==> config.mk <==
export PLATFORM = sky130hd
export DESIGN_NAME = nic_csr
export DESIGN_NICKNAME = d
export VERILOG_FILES = /design/src/rtl/nic_csr_pkg.sv /design/src/rtl/nic_csr_events.sv /design/src/rtl/nic_csr_fsm.sv /design/src/rtl/nic_csr_summary.sv /design/src/rtl/nic_csr.sv
export SDC_FILE = /design/constraint.sdc
export NUM_CORES = 1
export LEC_CHECK = 0
export BUFFER_PORTS_ARGS = -buffer_cell sky130_fd_sc_hd__buf_2
export CAP_MARGIN = 30
export CORE_UTILIZATION = 44
export DETAILED_ROUTE_END_ITERATION = 7
export GPL_ROUTABILITY_DRIVEN = 0
export GPL_TIMING_DRIVEN = 0
export PLACE_DENSITY = 0.86
export SLEW_MARGIN = 20
export SYNTH_ARGS = -nofsm -noshare
export SYNTH_HDL_FRONTEND = slang
export SYNTH_HIERARCHICAL = 1
export SYNTH_SLANG_ARGS = --single-unit
==> constraint.sdc <==
create_clock -name clk -period 1.7 [get_ports clk]
set_input_delay 0.17 -clock clk [delete_from_list [all_inputs] [get_ports clk]]
set_output_delay 0.17 -clock clk [all_outputs]
set_load 0.01 [all_outputs]
==> src/rtl/nic_csr_pkg.sv <==
package nic_csr_pkg;
    localparam int CSR_W = 16;
    localparam int EVT_N = 7;

    localparam int B_ERR    = 15;
    localparam int B_EVT_LO = 8;
    localparam int B_EVT_HI = B_EVT_LO + EVT_N - 1;
    localparam int B_INTR   = 7;
    localparam int B_INEA   = 6;
    localparam int B_RXON   = 5;
    localparam int B_TXON   = 4;
    localparam int B_TDMD   = 3;
    localparam int B_STOP   = 2;
    localparam int B_STRT   = 1;
    localparam int B_INIT   = 0;

    // event index inside the flag vector (bit 6 babble ... bit 0 init done)
    localparam int EV_IDON = 0;

    // flags feeding the error summary: babble, collision test, missed, memory
    localparam logic [EVT_N-1:0] ERR_SRC  = 7'b111_1000;
    // flags feeding the interrupt summary: all but the collision test error
    localparam logic [EVT_N-1:0] INTR_SRC = 7'b101_1111;

    typedef enum logic [1:0] {
        ST_HALTED  = 2'd0,
        ST_LOADING = 2'd1,
        ST_READY   = 2'd2,
        ST_ACTIVE  = 2'd3
    } run_state_e;
endpackage

==> src/rtl/nic_csr_events.sv <==
module nic_csr_events
    import nic_csr_pkg::*;
#(
    parameter int N = EVT_N
) (
    input  logic         clk,
    input  logic         rst_n,
    input  logic [N-1:0] evt_in,
    input  logic [N-1:0] clr_mask,
    input  logic         stop_clr,
    output logic [N-1:0] flags
);
    for (genvar i = 0; i < N; i++) begin : g_flag
        always_ff @(posedge clk or negedge rst_n) begin
            if (!rst_n) begin
                flags[i] <= 1'b0;
            end else if (evt_in[i]) begin
                flags[i] <= 1'b1;          // event beats any clear
            end else if (stop_clr || clr_mask[i]) begin
                flags[i] <= 1'b0;
            end
        end

        assert_evt_wins_R3: assert property (@(posedge clk) disable iff (!rst_n)
            evt_in[i] |=> flags[i]);

        assert_w1c_R2: assert property (@(posedge clk) disable iff (!rst_n)
            (clr_mask[i] && !evt_in[i]) |=> !flags[i]);
    end
endmodule

==> src/rtl/nic_csr_fsm.sv <==
module nic_csr_fsm
    import nic_csr_pkg::*;
(
    input  logic       clk,
    input  logic       rst_n,
    input  logic       wr_sel,
    input  logic [3:0] cmd_bits,
    input  logic       idon_evt,
    input  logic       tx_ack,
    input  logic       rx_ring_off,
    input  logic       tx_ring_off,
    output logic       halted,
    output logic       init_q,
    output logic       strt_q,
    output logic       tdmd_q,
    output logic       rxon_q,
    output logic       txon_q,
    output logic       stop_pulse,
    output logic       cmd_init,
    output logic       cmd_start
);
    run_state_e state_q, state_d;

    logic stop_w, init_w, strt_w, tdmd_w;
    assign stop_w = wr_sel && cmd_bits[B_STOP];
    assign init_w = wr_sel && cmd_bits[B_INIT];
    assign strt_w = wr_sel && cmd_bits[B_STRT];
    assign tdmd_w = wr_sel && cmd_bits[B_TDMD];

    always_comb begin
        state_d = state_q;
        if (stop_w) begin
            state_d = ST_HALTED;
        end else begin
            unique case (state_q)
                ST_HALTED, ST_READY, ST_ACTIVE: begin
                    if (init_w)      state_d = ST_LOADING;
                    else if (strt_w) state_d = ST_ACTIVE;
                end
                ST_LOADING: begin
                    if (idon_evt) state_d = (strt_q || strt_w) ? ST_ACTIVE : ST_READY;
                end
                default: state_d = ST_HALTED;
            endcase
        end
    end

    always_ff @(posedge clk or negedge rst_n) begin
        if (!rst_n) state_q <= ST_HALTED;
        else        state_q <= state_d;
    end

    always_ff @(posedge clk or negedge rst_n) begin
        if (!rst_n) begin
            init_q     <= 1'b0;
            strt_q     <= 1'b0;
            tdmd_q     <= 1'b0;
            rxon_q     <= 1'b0;
            txon_q     <= 1'b0;
            stop_pulse <= 1'b0;
        end else if (stop_w) begin
            init_q     <= 1'b0;
            strt_q     <= 1'b0;
            tdmd_q     <= 1'b0;
            rxon_q     <= 1'b0;
            txon_q     <= 1'b0;
            stop_pulse <= 1'b1;
        end else begin
            init_q     <= init_q || init_w;
            strt_q     <= strt_q || strt_w;
            if (tdmd_w && state_d != ST_HALTED) tdmd_q <= 1'b1;
            else if (tx_ack)                    tdmd_q <= 1'b0;
            rxon_q     <= (state_d == ST_ACTIVE) && !rx_ring_off;
            txon_q     <= (state_d == ST_ACTIVE) && !tx_ring_off;
            stop_pulse <= 1'b0;
        end
    end

    assign halted    = (state_q == ST_HALTED);
    assign cmd_init  = (state_q == ST_LOADING);
    assign cmd_start = (state_q == ST_ACTIVE);

    assert_stop_clears_R8: assert property (@(posedge clk) disable iff (!rst_n)
        stop_w |=> (state_q == ST_HALTED && !strt_q && !init_q && !tdmd_q
                    && !rxon_q && !txon_q && stop_pulse));

    assert_run_bits_R7: assert property (@(posedge clk) disable iff (!rst_n)
        (rxon_q || txon_q) |-> (state_q == ST_ACTIVE));

    assert_tdmd_ack_R11: assert property (@(posedge clk) disable iff (!rst_n)
        (tx_ack && !tdmd_w) |=> !tdmd_q);

    assert_halt_no_demand_R11: assert property (@(posedge clk) disable iff (!rst_n)
        (state_q == ST_HALTED) |-> !tdmd_q);

    assert_loading_exit_R9: assert property (@(posedge clk) disable iff (!rst_n)
        (state_q == ST_LOADING && idon_evt && !stop_w) |=> (state_q != ST_LOADING));
endmodule

==> src/rtl/nic_csr_summary.sv <==
module nic_csr_summary
    import nic_csr_pkg::*;
(
    input  logic             clk,
    input  logic             rst_n,
    input  logic             inea_wr,
    input  logic             inea_val,
    input  logic [EVT_N-1:0] flags,
    input  logic             rxon,
    input  logic             txon,
    input  logic             tdmd,
    input  logic             halted,
    input  logic             strt,
    input  logic             init,
    output logic [CSR_W-1:0] word,
    output logic             irq
);
    logic inea_q;
    logic err_sum, intr_sum;

    always_ff @(posedge clk or negedge rst_n) begin
        if (!rst_n)       inea_q <= 1'b0;
        else if (inea_wr) inea_q <= inea_val;
    end

    assign err_sum  = |(flags & ERR_SRC);
    assign intr_sum = |(flags & INTR_SRC);
    assign irq      = inea_q && intr_sum;

    always_comb begin
        word                     = '0;
        word[B_ERR]              = err_sum;
        word[B_EVT_HI:B_EVT_LO]  = flags;
        word[B_INTR]             = intr_sum;
        word[B_INEA]             = inea_q;
        word[B_RXON]             = rxon;
        word[B_TXON]             = txon;
        word[B_TDMD]             = tdmd;
        word[B_STOP]             = halted;
        word[B_STRT]             = strt;
        word[B_INIT]             = init;
    end

    assert_inea_hold_R5: assert property (@(posedge clk) disable iff (!rst_n)
        !inea_wr |=> $stable(inea_q));
endmodule

==> src/rtl/nic_csr.sv <==
module nic_csr
    import nic_csr_pkg::*;
#(
    parameter int                ADDR_W   = 4,
    parameter logic [ADDR_W-1:0] CSR_ADDR = '0
) (
    input  logic              clk,
    input  logic              rst_n,
    input  logic [ADDR_W-1:0] bus_addr,
    input  logic              bus_wr,
    input  logic [CSR_W-1:0]  bus_wdata,
    output logic [CSR_W-1:0]  bus_rdata,
    input  logic [EVT_N-1:0]  evt_in,
    input  logic              tx_ack,
    input  logic              rx_ring_off,
    input  logic              tx_ring_off,
    output logic              irq,
    output logic              cmd_init,
    output logic              cmd_start,
    output logic              cmd_stop,
    output logic              cmd_tx_demand
);
    logic             sel, wr_sel;
    logic [EVT_N-1:0] clr_mask, flags;
    logic             halted, init_q, strt_q, tdmd_q, rxon_q, txon_q;
    logic [CSR_W-1:0] word;
    logic             unused_wbits;

    assign sel      = (bus_addr == CSR_ADDR);
    assign wr_sel   = bus_wr && sel;
    assign clr_mask = wr_sel ? bus_wdata[B_EVT_HI:B_EVT_LO] : '0;
    assign unused_wbits = ^{bus_wdata[B_ERR], bus_wdata[B_INTR],
                            bus_wdata[B_RXON], bus_wdata[B_TXON]};

    nic_csr_events #(.N(EVT_N)) u_events (
        .clk      (clk),
        .rst_n    (rst_n),
        .evt_in   (evt_in),
        .clr_mask (clr_mask),
        .stop_clr (wr_sel && bus_wdata[B_STOP]),
        .flags    (flags)
    );

    nic_csr_fsm u_fsm (
        .clk         (clk),
        .rst_n       (rst_n),
        .wr_sel      (wr_sel),
        .cmd_bits    (bus_wdata[B_TDMD:B_INIT]),
        .idon_evt    (evt_in[EV_IDON]),
        .tx_ack      (tx_ack),
        .rx_ring_off (rx_ring_off),
        .tx_ring_off (tx_ring_off),
        .halted      (halted),
        .init_q      (init_q),
        .strt_q      (strt_q),
        .tdmd_q      (tdmd_q),
        .rxon_q      (rxon_q),
        .txon_q      (txon_q),
        .stop_pulse  (cmd_stop),
        .cmd_init    (cmd_init),
        .cmd_start   (cmd_start)
    );

    nic_csr_summary u_summary (
        .clk      (clk),
        .rst_n    (rst_n),
        .inea_wr  (wr_sel),
        .inea_val (bus_wdata[B_INEA]),
        .flags    (flags),
        .rxon     (rxon_q),
        .txon     (txon_q),
        .tdmd     (tdmd_q),
        .halted   (halted),
        .strt     (strt_q),
        .init     (init_q),
        .word     (word),
        .irq      (irq)
    );

    assign bus_rdata     = sel ? word : '0;
    assign cmd_tx_demand = tdmd_q;

    assert_irq_src_R5: assert property (@(posedge clk) disable iff (!rst_n)
        irq |-> (|flags));

    assert_stop_seen_R8: assert property (@(posedge clk) disable iff (!rst_n)
        cmd_stop |-> word[B_STOP]);

    assert_foreign_write_R12: assert property (@(posedge clk) disable iff (!rst_n)
        (bus_wr && !sel && evt_in == '0 && !tx_ack) |=> $stable(word));
endmodule

==> out/qor.txt <==
Netlist cell types: 26
Synthesized area: 998 um^2
FF+latch count, synth: 16
Worst setup margin: -0.212 ns
TNS Setup: -0.565 ns
Die width: 49.6 um
Initial antenna violation count: 0
Worst Path Arrival: 1.74 ns
Largest net degree at the start of global routing: 17
Crit path max-delay family: compound AO/OA/AOI/OAI gates
Cell taking the most area after synthesis: dfrtp_1
FF-to-FF Start: u_fsm/state_q[1]
Min Hold Slack: 0.0464 ns
CTS tree: done
First-pass GRT wire length: 4060 um
Vias in the first global route: 899
Diode count: 0
Fraction of registers with async set/reset: 100%
Critical Path End Type: primary output
Yosys warns: 6
Via count: 921
Worst path most repeated cell: buf_6
Max-cap viol count: 0
Pwr/cell area: 754 nW/um^2
R2R setup slack: 0.46 ns
Clock transition at path regs: 0.09 ns
RR Endpoint: u_fsm/tdmd_q
Syn_nets: 135
Ys flop type: dfrtp_1
Worst slew margin: 75.9%
Yosys top cell area share: 40.1%
DRT iter0 DRCs: 15
GRT overflow: 0
Core area: 2040 um^2
Total CTS buffers: 3
Hold Fails Final Rpt: 0
Seq/Total Area, Yosys: 40.1%
Critical path's largest stage delay: 0.42 ns
FP Rows: 16
Leakage: 0.000725 uW
IO Port Bufs: 49
Via density: 4.98
Min cycle time layout: 1.91 ns
Critical path class: flop to primary output
Final wirelength: 2350 um
Antenna-violating nets left: 0
Min-delay src: rx_ring_off
Io pins: 54
Final Max Tran Viols: 0
Clock tree buffer depth: 2
Pre-antenna DRT Iters: 3
GRT Overall Usage: 21.7%
Status: finished with violations
Peak supply drop: 0.000739 V
Effective utilization at floorplan: 48.9%
Post-route DRC: 0
Synthesized instance count: 102
CP max-delay cell: o41a_4
EDFF count, synth: 0
Slew @ Worst Pin: 0.361 ns
Wirelength per Cell: 12.7 um
Failing checks: setup timing
Clock latency on the worst-skew pair: 0.28 ns
Final net count: 193
DIE HEIGHT: 49.6 um
Layout area overhead: 37.1%
RSZ-0062 raised after global routing: yes
CTS sink cnt: 16
Dpl ws: -0.182 ns
Fmax achieved: 523 MHz
CP startpoint kind: flop
Die ar.: 2460 um^2
Period utilization: 112%
Hold crit path type: primary input to flop
CTS H-Tree Depth: 1
Worst path cell trace: or3_4 > buf_6 > o41a_4 > buf_6
Hold depth: 2
Worst path required time: 1.53 ns
DP Wirelength: 1760 um
Crit-path max FO: 2
Final setup vio count: 3
Worst path bufs/invs: 2
Top cells by area, synth: dfrtp_1 (40%), buf_4 (13%), and2_1 (11%)
CTS root buf: clkbuf_4
WHS Endpoint: u_fsm/rxon_q
FF-to-FF path depth: 3
Worst Clk Skew: 0.00634 ns
Avg Cell Area, Syn: 9.79 um^2
Layout cells sized above 1: 54.4%
## what timing repair did
action	in CTS	in global routing
pin swaps	3	6
hold endpoints to repair	16	0
setup endpoints to repair	3	7
hold buffers	1	0
buffers inserted	4	2
resized for setup	4	5
## synthesized netlist by cell type, types with 3 or more instances
cell type,count
a21oi_1,3
nor2_1,12
and3_1,8
a21o_1,7
buf_4,17
and2_1,18
nor4_1,3
dfrtp_1,16
## cells in the final DEF, fill, tap and decap left out
master	n
a211oi_1	1
a21boi_0	1
a21o_1	7
a21oi_1	3
and2_1	16
and2_2	2
and2_4	1
and2b_2	1
and3_1	8
and3b_4	1
and4bb_1	1
buf_2	48
buf_4	19
buf_6	4
clkbuf_4	3
dfrtp_1	16
dlygate4sd3_1	1
mux2_2	1
nor2_1	12
nor2b_1	1
nor3_2	1
nor4_1	3
nor4_4	1
o21a_1	1
o2bb2ai_2	1
o41a_4	1
or2_4	1
or3_4	1
or4_1	1
## stage by stage
stage,cells,util [%],instance area (um^2),power (uW)
CTS,184,65.9,1350,1030
global placement,178,62.6,1280,794
floorplan,102,-,998,695
finish,185,67.0,1370,1030
global route,185,67.0,1370,1110
detailed placement,178,62.6,1280,821
## where the power goes
group / total [uW] / switching [uW] / internal (uW) / leakage [uW]
Sequential: 495 / 59.3 / 436 / 0.000178
Clock: 190 / 108 / 82.0 / 0.0000138
Combinational: 346 / 147 / 200 / 0.000532
Total: 1030 / 314 / 718 / 0.000725
## state kept, by name, summed over array words and instances (netlist names)
signal,flops
u_fsm/strt_q,1
u_fsm/tdmd_q,1
u_events/flags,7
u_fsm/stop_pulse,1
u_summary/inea_q,1
u_fsm/init_q,1
u_fsm/state_q,2
u_fsm/txon_q,1
u_fsm/rxon_q,1
## cell families (layout without fill, tap and decap cells)
logic type / count (synthesis) / after routing / synth area share, %
DFF: 16 / 16 / 40.1
and+or+nand+nor: 51 / 51 / 32.6
muxes: 1 / 1 / 1.13
buffers and inverters: 19 / 75 / 14.4
AOI/OAI and AO/OA: 15 / 15 / 11.8
## layer usage
| layer | share of wire (%) | GRT usage [%] |
|---|---|---|
| met2 | 51 | 38.5 |
| met3 | 6.4 | 5.56 |
| met5 | 0 | 0 |
| met4 | 1.6 | 7.14 |
| met1 | 41 | 25.2 |
## worst max path at each step
stage | start | to | slack (ns) | cells past startpoint
after floorplan | u_events/flags[3] | bus_rdata[7] | 0.11 | 4
after global placement | bus_addr[1] | u_fsm/rxon_q | -0.11 | 7
after detailed placement | bus_addr[1] | u_fsm/state_q[1] | -0.18 | 7
after CTS | u_events/flags[4] | bus_rdata[7] | -0.32 | 4
after global routing | u_events/flags[3] | irq | -0.27 | 4
final | u_events/flags[3] | irq | -0.21 | 4
## layout make-up
type / instances / area [um^2]
plain buffers: 17 / 129
multi-input cells: 67 / 474
repair buffers: 55 / 309
fillers: 189 / 673
clock buffers: 3 / 22.5
flip-flops and latches: 16 / 400
well taps: 27 / 33.8
Note: power is estimated with default switching activity, not from simulation.
